<file path="config.mk">
export PLATFORM = sky130hd
export DESIGN_NAME = sproc_regfile
export DESIGN_NICKNAME = d
export VERILOG_FILES = /design/src/rtl/sproc_pkg.sv /design/src/rtl/sproc_named_regs.sv /design/src/rtl/sproc_gpr_bank.sv /design/src/rtl/sproc_const_rom.sv /design/src/rtl/sproc_xfer_ctrl.sv /design/src/rtl/sproc_regfile.sv
export SDC_FILE = /design/constraint.sdc
export NUM_CORES = 1
export LEC_CHECK = 0
export ABC_AREA = 0
export ABC_CLOCK_PERIOD_IN_PS = 3900
export BUFFER_PORTS_ARGS = -buffer_cell sky130_fd_sc_hd__buf_2
export CAP_MARGIN = 15
export CORE_MARGIN = 4
export CORE_UTILIZATION = 62
export DETAILED_ROUTE_END_ITERATION = 8
export GPL_TIMING_DRIVEN = 1
export PLACE_DENSITY = 0.8
export SETUP_SLACK_MARGIN = 0.02
export SLEW_MARGIN = 20
export SYNTH_ARGS = -nofsm -noshare
export SYNTH_HDL_FRONTEND = slang
export SYNTH_SLANG_ARGS = --single-unit
</file>
<file path="constraint.sdc">
create_clock -name clk -period 3.9 [get_ports clk]
set_input_delay 0.39 -clock clk [delete_from_list [all_inputs] [get_ports clk]]
set_output_delay 0.39 -clock clk [all_outputs]
set_load 0.005 [all_outputs]
</file>
<file path="src/rtl/sproc_pkg.sv">
package sproc_pkg;
  localparam int DATA_W  = 24;
  localparam int ADDR_W  = 7;
  localparam int WAIT_W  = 3;
  localparam int NUM_GPR = 16;

  localparam logic [ADDR_W-1:0] A_MUL_HI = 7'h01;
  localparam logic [ADDR_W-1:0] A_MUL_LO = 7'h02;
  localparam logic [ADDR_W-1:0] A_MDR    = 7'h03;
  localparam logic [ADDR_W-1:0] A_ROMR   = 7'h08;
  localparam logic [ADDR_W-1:0] A_RAMR   = 7'h0C;
  localparam logic [ADDR_W-1:0] A_MAR    = 7'h13;
  localparam logic [ADDR_W-1:0] A_DPTR   = 7'h1C;
  localparam logic [ADDR_W-1:0] A_PC     = 7'h20;
  localparam logic [ADDR_W-1:0] A_PAGE   = 7'h28;
  localparam logic [ADDR_W-1:0] A_XROM   = 7'h2E;
  localparam logic [ADDR_W-1:0] A_XRAM   = 7'h2F;

  typedef logic [DATA_W-1:0] word_t;

  // Fixed operand table, indexed by the low nibble of the address.
  function automatic word_t const_value(input logic [3:0] idx);
    word_t v;
    case (idx)
      4'h0: v = 24'h000000;
      4'h1: v = 24'hFFFFFF;
      4'h2: v = 24'h00FF00;
      4'h3: v = 24'hFF0000;
      4'h4: v = 24'h00FFFF;
      4'h5: v = 24'hFFFF00;
      4'h6: v = 24'h800000;
      4'h7: v = 24'h7FFFFF;
      4'h8: v = 24'h008000;
      4'h9: v = 24'h007FFF;
      4'hA: v = 24'hFF7FFF;
      4'hB: v = 24'hFFFF7F;
      4'hC: v = 24'h010000;
      4'hD: v = 24'hFEFFFF;
      4'hE: v = 24'h000100;
      default: v = 24'h00FEFF;
    endcase
    return v;
  endfunction
endpackage

</file>
<file path="src/rtl/sproc_named_regs.sv">
module sproc_named_regs
  import sproc_pkg::*;
#(
  parameter int DW = DATA_W,
  parameter int AW = ADDR_W
) (
  input  logic          clk,
  input  logic          rst,
  input  logic          wr_en,
  input  logic [AW-1:0] addr,
  input  logic [DW-1:0] wdata,
  output logic [DW-1:0] rdata,
  output logic          hit,
  output logic [DW-1:0] mar
);
  localparam int MW = 2 * DW;

  logic [MW-1:0] mul_q;
  logic [DW-1:0] mdr_q, romr_q, ramr_q, mar_q, dptr_q, pc_q, page_q;

  always_ff @(posedge clk) begin
    if (rst) begin
      mul_q  <= '0;
      mdr_q  <= '0;
      romr_q <= '0;
      ramr_q <= '0;
      mar_q  <= '0;
      dptr_q <= '0;
      pc_q   <= '0;
      page_q <= '0;
    end else if (wr_en) begin
      case (addr)
        A_MUL_HI: mul_q[MW-1:DW] <= wdata;
        A_MUL_LO: mul_q[DW-1:0]  <= wdata;
        A_MDR:    mdr_q  <= wdata;
        A_ROMR:   romr_q <= wdata;
        A_RAMR:   ramr_q <= wdata;
        A_MAR:    mar_q  <= wdata;
        A_DPTR:   dptr_q <= wdata;
        A_PC:     pc_q   <= wdata;
        A_PAGE:   page_q <= wdata;
        default: ;
      endcase
    end
  end

  always_comb begin
    hit   = 1'b1;
    rdata = '0;
    case (addr)
      A_MUL_HI: rdata = mul_q[MW-1:DW];
      A_MUL_LO: rdata = mul_q[DW-1:0];
      A_MDR:    rdata = mdr_q;
      A_ROMR:   rdata = romr_q;
      A_RAMR:   rdata = ramr_q;
      A_MAR:    rdata = mar_q;
      A_DPTR:   rdata = dptr_q;
      A_PC:     rdata = pc_q;
      A_PAGE:   rdata = page_q;
      default:  hit = 1'b0;
    endcase
  end

  assign mar = mar_q;

  // writing one half leaves the other half untouched
  assert_mul_lo_kept_R2: assert property (@(posedge clk) disable iff (rst)
    (wr_en && addr == A_MUL_HI) |=> mul_q[DW-1:0] == $past(mul_q[DW-1:0]));
  assert_mul_hi_kept_R2: assert property (@(posedge clk) disable iff (rst)
    (wr_en && addr == A_MUL_LO) |=> mul_q[MW-1:DW] == $past(mul_q[MW-1:DW]));
  // a write to the address register lands there
  assert_mar_written_R3: assert property (@(posedge clk) disable iff (rst)
    (wr_en && addr == A_MAR) |=> mar_q == $past(wdata));
endmodule

</file>
<file path="src/rtl/sproc_gpr_bank.sv">
module sproc_gpr_bank
  import sproc_pkg::*;
#(
  parameter int DW = DATA_W,
  parameter int AW = ADDR_W,
  parameter int N  = NUM_GPR
) (
  input  logic          clk,
  input  logic          rst,
  input  logic          wr_en,
  input  logic [AW-1:0] addr,
  input  logic [DW-1:0] wdata,
  output logic [DW-1:0] rdata,
  output logic          hit
);
  localparam int IW = $clog2(N);

  logic [DW-1:0] regs_q [N];
  logic [IW-1:0] idx;

  // Both the 0x6x and the 0x7x windows decode here; bit 4 is ignored.
  assign hit = (addr[AW-1:AW-2] == 2'b11);
  assign idx = addr[IW-1:0];

  for (genvar i = 0; i < N; i++) begin : g_reg
    always_ff @(posedge clk) begin
      if (rst)
        regs_q[i] <= '0;
      else if (wr_en && hit && idx == IW'(i))
        regs_q[i] <= wdata;
    end
  end

  assign rdata = regs_q[idx];

  // a write through either alias lands in the shared register
  assert_gpr_alias_R5: assert property (@(posedge clk) disable iff (rst)
    (wr_en && hit) |=> regs_q[$past(idx)] == $past(wdata));
endmodule

</file>
<file path="src/rtl/sproc_const_rom.sv">
module sproc_const_rom
  import sproc_pkg::*;
#(
  parameter int DW = DATA_W,
  parameter int AW = ADDR_W
) (
  input  logic [AW-1:0] addr,
  output logic [DW-1:0] rdata,
  output logic          hit
);
  assign hit   = (addr[AW-1:4] == 3'b101);
  assign rdata = DW'(const_value(addr[3:0]));
endmodule

</file>
<file path="src/rtl/sproc_xfer_ctrl.sv">
module sproc_xfer_ctrl
  import sproc_pkg::*;
#(
  parameter int DW = DATA_W,
  parameter int WW = WAIT_W
) (
  input  logic          clk,
  input  logic          rst,
  input  logic          start,
  input  logic          start_wr,
  input  logic          start_ram,
  input  logic [DW-1:0] start_addr,
  input  logic [WW-1:0] rom_wait,
  input  logic [WW-1:0] ram_wait,
  output logic          busy,
  output logic          bus_rd,
  output logic          bus_wr,
  output logic          bus_ram,
  output logic [DW-1:0] bus_addr
);
  localparam int CW = WW + 1;

  logic [CW-1:0] cnt_q;
  logic          wr_q, ram_q;
  logic [DW-1:0] addr_q;
  logic [WW-1:0] wait_sel;

  assign wait_sel = start_ram ? ram_wait : rom_wait;

  always_ff @(posedge clk) begin
    if (rst) begin
      cnt_q  <= '0;
      wr_q   <= 1'b0;
      ram_q  <= 1'b0;
      addr_q <= '0;
    end else if (start) begin
      cnt_q  <= CW'(wait_sel) + CW'(1);
      wr_q   <= start_wr;
      ram_q  <= start_ram;
      addr_q <= start_addr;
    end else if (cnt_q != '0) begin
      cnt_q <= cnt_q - CW'(1);
    end
  end

  assign busy     = (cnt_q != '0);
  assign bus_rd   = busy & ~wr_q;
  assign bus_wr   = busy & wr_q;
  assign bus_ram  = ram_q;
  assign bus_addr = addr_q;

  // countdown loads one plus the selected wait value
  assert_cnt_load_R7: assert property (@(posedge clk) disable iff (rst)
    start |=> cnt_q == CW'($past(start_ram ? ram_wait : rom_wait)) + CW'(1));
  // countdown falls by exactly one per idle clock
  assert_cnt_step_R7: assert property (@(posedge clk) disable iff (rst)
    (!start && cnt_q != '0) |=> cnt_q == $past(cnt_q) - CW'(1));
  // direction flags are exclusive
  assert_dir_excl_R7: assert property (@(posedge clk) disable iff (rst)
    $onehot0({bus_rd, bus_wr}));
  // transfer address is captured at the start edge
  assert_addr_capture_R6: assert property (@(posedge clk) disable iff (rst)
    start |=> bus_addr == $past(start_addr));
endmodule

</file>
<file path="src/rtl/sproc_regfile.sv">
module sproc_regfile
  import sproc_pkg::*;
(
  input  logic               clk,
  input  logic               rst,
  input  logic [ADDR_W-1:0]  reg_addr,
  input  logic               reg_rd,
  input  logic               reg_wr,
  input  logic [DATA_W-1:0]  reg_wdata,
  output logic [DATA_W-1:0]  reg_rdata,
  input  logic [WAIT_W-1:0]  rom_wait,
  input  logic [WAIT_W-1:0]  ram_wait,
  output logic               bus_busy,
  output logic               bus_rd,
  output logic               bus_wr,
  output logic               bus_ram,
  output logic [DATA_W-1:0]  bus_addr
);
  logic [DATA_W-1:0] named_rd, gpr_rd, const_rd, mar;
  logic              named_hit, gpr_hit, const_hit;
  logic              xfer_addr, xfer_start;

  sproc_named_regs #(.DW(DATA_W), .AW(ADDR_W)) u_named (
    .clk(clk), .rst(rst), .wr_en(reg_wr), .addr(reg_addr), .wdata(reg_wdata),
    .rdata(named_rd), .hit(named_hit), .mar(mar)
  );

  sproc_gpr_bank #(.DW(DATA_W), .AW(ADDR_W), .N(NUM_GPR)) u_gpr (
    .clk(clk), .rst(rst), .wr_en(reg_wr), .addr(reg_addr), .wdata(reg_wdata),
    .rdata(gpr_rd), .hit(gpr_hit)
  );

  sproc_const_rom #(.DW(DATA_W), .AW(ADDR_W)) u_const (
    .addr(reg_addr), .rdata(const_rd), .hit(const_hit)
  );

  assign xfer_addr  = (reg_addr == A_XROM) || (reg_addr == A_XRAM);
  assign xfer_start = xfer_addr && (reg_rd || reg_wr);

  sproc_xfer_ctrl #(.DW(DATA_W), .WW(WAIT_W)) u_xfer (
    .clk(clk), .rst(rst), .start(xfer_start), .start_wr(reg_wr),
    .start_ram(reg_addr == A_XRAM), .start_addr(mar),
    .rom_wait(rom_wait), .ram_wait(ram_wait),
    .busy(bus_busy), .bus_rd(bus_rd), .bus_wr(bus_wr),
    .bus_ram(bus_ram), .bus_addr(bus_addr)
  );

  always_comb begin
    if (gpr_hit)        reg_rdata = gpr_rd;
    else if (const_hit) reg_rdata = const_rd;
    else if (named_hit) reg_rdata = named_rd;
    else                reg_rdata = '0;
  end

  // transfer-start addresses read as zero
  always_comb begin
    if (!rst && xfer_addr)
      assert_xfer_read_zero_R8: assert (reg_rdata == '0);
  end

  // bus is idle in the cycle after reset
  assert_reset_idle_R1: assert property (@(posedge clk)
    rst |=> !bus_busy && !bus_rd && !bus_wr);
endmodule

</file>
==> impl_metrics.json <==
{
  "relSlewSlack_pct": 21.90,
  "drc_errors": 0,
  "worst_ir_drop_vdd_uv": 473.5,
  "syn_inst": 2504,
  "fin_crit_sh_pct": 86.97,
  "drt_iter0_markers": 3348,
  "path_max_fanout": 15,
  "fin_total_pwr_mw": 14.34,
  "cts-root-buf": "clkbuf_16",
  "worst_path_dominant_cell_family": "simple AND/OR/NAND/NOR gates",
  "seq_area_frac_synth_pct": 59.02,
  "hold_class": "input port to register",
  "cpPeakStageDelay_ns": 0.72,
  "skew_ns": 0.008235,
  "core_area_um2": 44320,
  "holdCritStartpoint": "rom_wait[0]",
  "cts_sinks": 630,
  "overflow": 0,
  "critical_path_class": "input port to output pin",
  "final_nets": 2553,
  "viasPerCell": 6.628,
  "wl_per_cell_um": 25.79,
  "grtUsageMet3_pct": 6.908,
  "grt_antenna_before_repair": 4,
  "synthArstFlopShare_pct": 0,
  "cts_buffers": 60,
  "min_period_ns": 3.392,
  "cp-startpoint": "reg_addr[0]",
  "cp_slowest_cell": "nor3_1",
  "routed-via-count": 20900,
  "fin_area_um2": 31010,
  "num_io_pins": 93,
  "grt_pass1_vias": 20380,
  "start_util_pct": 62.91,
  "grt.total_usage_pct": 33.13,
  "power_density_nw_per_um2": 462.4,
  "cp_num_buf_inv": 3,
  "grt_max_degree": 170,
  "cp-start-kind": "input port",
  "final-max-slew-violation-count": 0,
  "cts_tree": "yes",
  "globalplace.congestion": 0.8837,
  "synth-warning-count": 0,
  "top_usage_layer": "met2",
  "p_leak_nw": 11.03,
  "ys_ff_latch": 630,
  "die_h_um": 220.1,
  "fmax_ghz": 0.2948,
  "layout_commonest_cell": "nand2_1",
  "crit_arrival_ns": 3.00,
  "h-tree-depth": 2,
  "synth_edf_count": 384,
  "drt_first_pass_iters": 6,
  "required_ns": 3.51,
  "layout_common_cells": "nand2_1, edfxtp_1, and2_1, a21oi_1, dfxtp_1",
  "routed_wl_um": 81310,
  "final_layout_size_suffix_gt1_share_pct": 15.69,
  "synth_fp_nets": 2551,
  "clk_transition_reported_paths_ns": 0.06,
  "hold_violations": 0,
  "clk_latency_ns": 0.62,
  "fp.dieArea_um2": 48430,
  "dp.final_hpwl_um": 49870,
  "tightest_slew_ns": 1.169,
  "postSynthAreaPerCell_um2": 11.13,
  "crit_chain": "buf_6 > inv_1 > ha_1 > nor2_1 > nor4_1 > nor3_1 > nand3_1 > o2bb2a_1 > buf_2",
  "postCtsHoldBufs": 0,
  "r2r_slack_ns": 2.18,
  "r2r-start": "u_xfer.cnt_q[0]$_SDFFE_PP0P_",
  "fin_util_pct": 69.98,
  "setup_tns_ns": 0,
  "post_dp_cell_area_um2": 28980,
  "cts_resized": 0,
  "syn_area_um2": 27880,
  "fp-row-count": 77,
  "clock_path_buffers": 3,
  "gr-usage-met1_pct": 44.78,
  "synthFlopType": "edfxtp_1",
  "cp-end-kind": "output pin",
  "grt_use_met2_pct": 51.71,
  "syn2layout_area_growth_pct": 11.23,
  "grt_pass1_wl_um": 121100,
  "post-cts-setup-buffer-count": 0,
  "yosys.cell_types.count": 62,
  "die_x_um": 220.1,
  "final-setup-viol-count": 0,
  "rsz0062_at_grt": "no",
  "outcome": "finished clean",
  "io_buffer_count": 92,
  "antenna_left": 0,
  "maxCapViolations": 0
}
[report_power, final]
part,switching (mW),internal [mW],total [mW]
Combinational,0.686,0.369,1.06
Clock,2.53,3.40,5.93
Sequential,0.0745,7.28,7.36
[worst reg2reg max path: stages, from the launching register on]
cell      delay (ns)
dfxtp_1         0.30
inv_1           0.10
ha_1            0.21
nor3b_1         0.51
inv_1           0.16
o211ai_1        0.21
a21oi_1         0.09
[registers in the layout (all words and copies together) (netlist names)]
register	cells
u_gpr.regs_q	384
u_named.dptr_q	24
u_named.mar	24
u_named.mdr_q	24
u_named.mul_q	48
u_named.page_q	24
u_named.pc_q	24
u_named.ramr_q	24
u_named.romr_q	24
u_xfer.bus_addr	24
u_xfer.bus_ram	1
u_xfer.cnt_q	4
u_xfer.wr_q	1
[cell usage after synthesis (11+ instances only)]
cell type    n  area, µm²
a31oi_1     11      68.82
and3_1     108      675.7
clkbuf_1   172      645.6
o21bai_1    12      90.09
a22o_1      25      219.0
nor3_1      16      80.08
and2_1     295       1846
buf_2       60      300.3
mux4_2      77       1734
a21oi_1    266       1331
a211oi_1    13      97.59
edfxtp_1   384      11530
o221ai_1    20      175.2
a221oi_1    18      157.7
a22oi_1     71      533.0
mux2i_1     46      460.4
dfxtp_1    246       4925
nand2_1    520       1952
[path summary, 6_finish.rpt]
kind                                         end  depth (start not counted)
hold reg to reg   u_named.mdr_q[13]$_SDFFE_PP0P_                          2
setup / recovery                   reg_rdata[14]                          9
hold / removal      u_xfer.cnt_q[3]$_SDFFE_PP0P_                          3
setup reg to reg    u_xfer.cnt_q[1]$_SDFFE_PP0P_                          6
[area by class of cell]
cell class                      instances  area (µm²)
Multi-Input combinational cell       1622       10490
Timing Repair Buffer                  184        1281
Clock buffer                           78        1660
Fill cell                            2989       13310
Sequential cell                       630       16460
Tap cell                              592       740.7
Clock inverter                         33       342.8
Inverter                                8       30.03
Antenna cell                            6       15.01
[per-layer routing]
layer	routed length (µm)	vias up
met4	4075	0
met5	0	-
met1	28680	10050
li1	-	8958
met2	37770	1612
met3	10790	283
[through the flow]
stage | setup WS (ns) | hold slack [ns] | instances
2_1_floorplan | 0.6810 | 0.4312 | 2504
3_3_place_gp | 0.5392 | 0.4373 | 3036
3_5_place_dp | 0.5907 | 0.4444 | 3036
4_1_cts | 0.5883 | 0.07086 | 3147
5_1_grt | 0.3492 | 0.08466 | 3151
6_report | 0.5080 | 0.08580 | 3153
[logic make-up (layout without fill, tap and decap cells)]
| family | Yosys count | in the layout | share of synthesized area [%] |
|---|---|---|---|
| and+or+nand+nor | 1008 | 1008 | 18.00 |
| DFF | 630 | 630 | 59.02 |
| AOI/OAI and AO/OA | 479 | 479 | 10.80 |
| buffers and inverters | 252 | 303 | 3.823 |
| muxes | 126 | 126 | 7.992 |
| adders and majority gates | 6 | 6 | 0.2692 |
| xor gates and xnor gates | 3 | 3 | 0.09426 |
| other | 0 | 6 | 0 |
No activity file was read; power rests on OpenSTA's default activity.
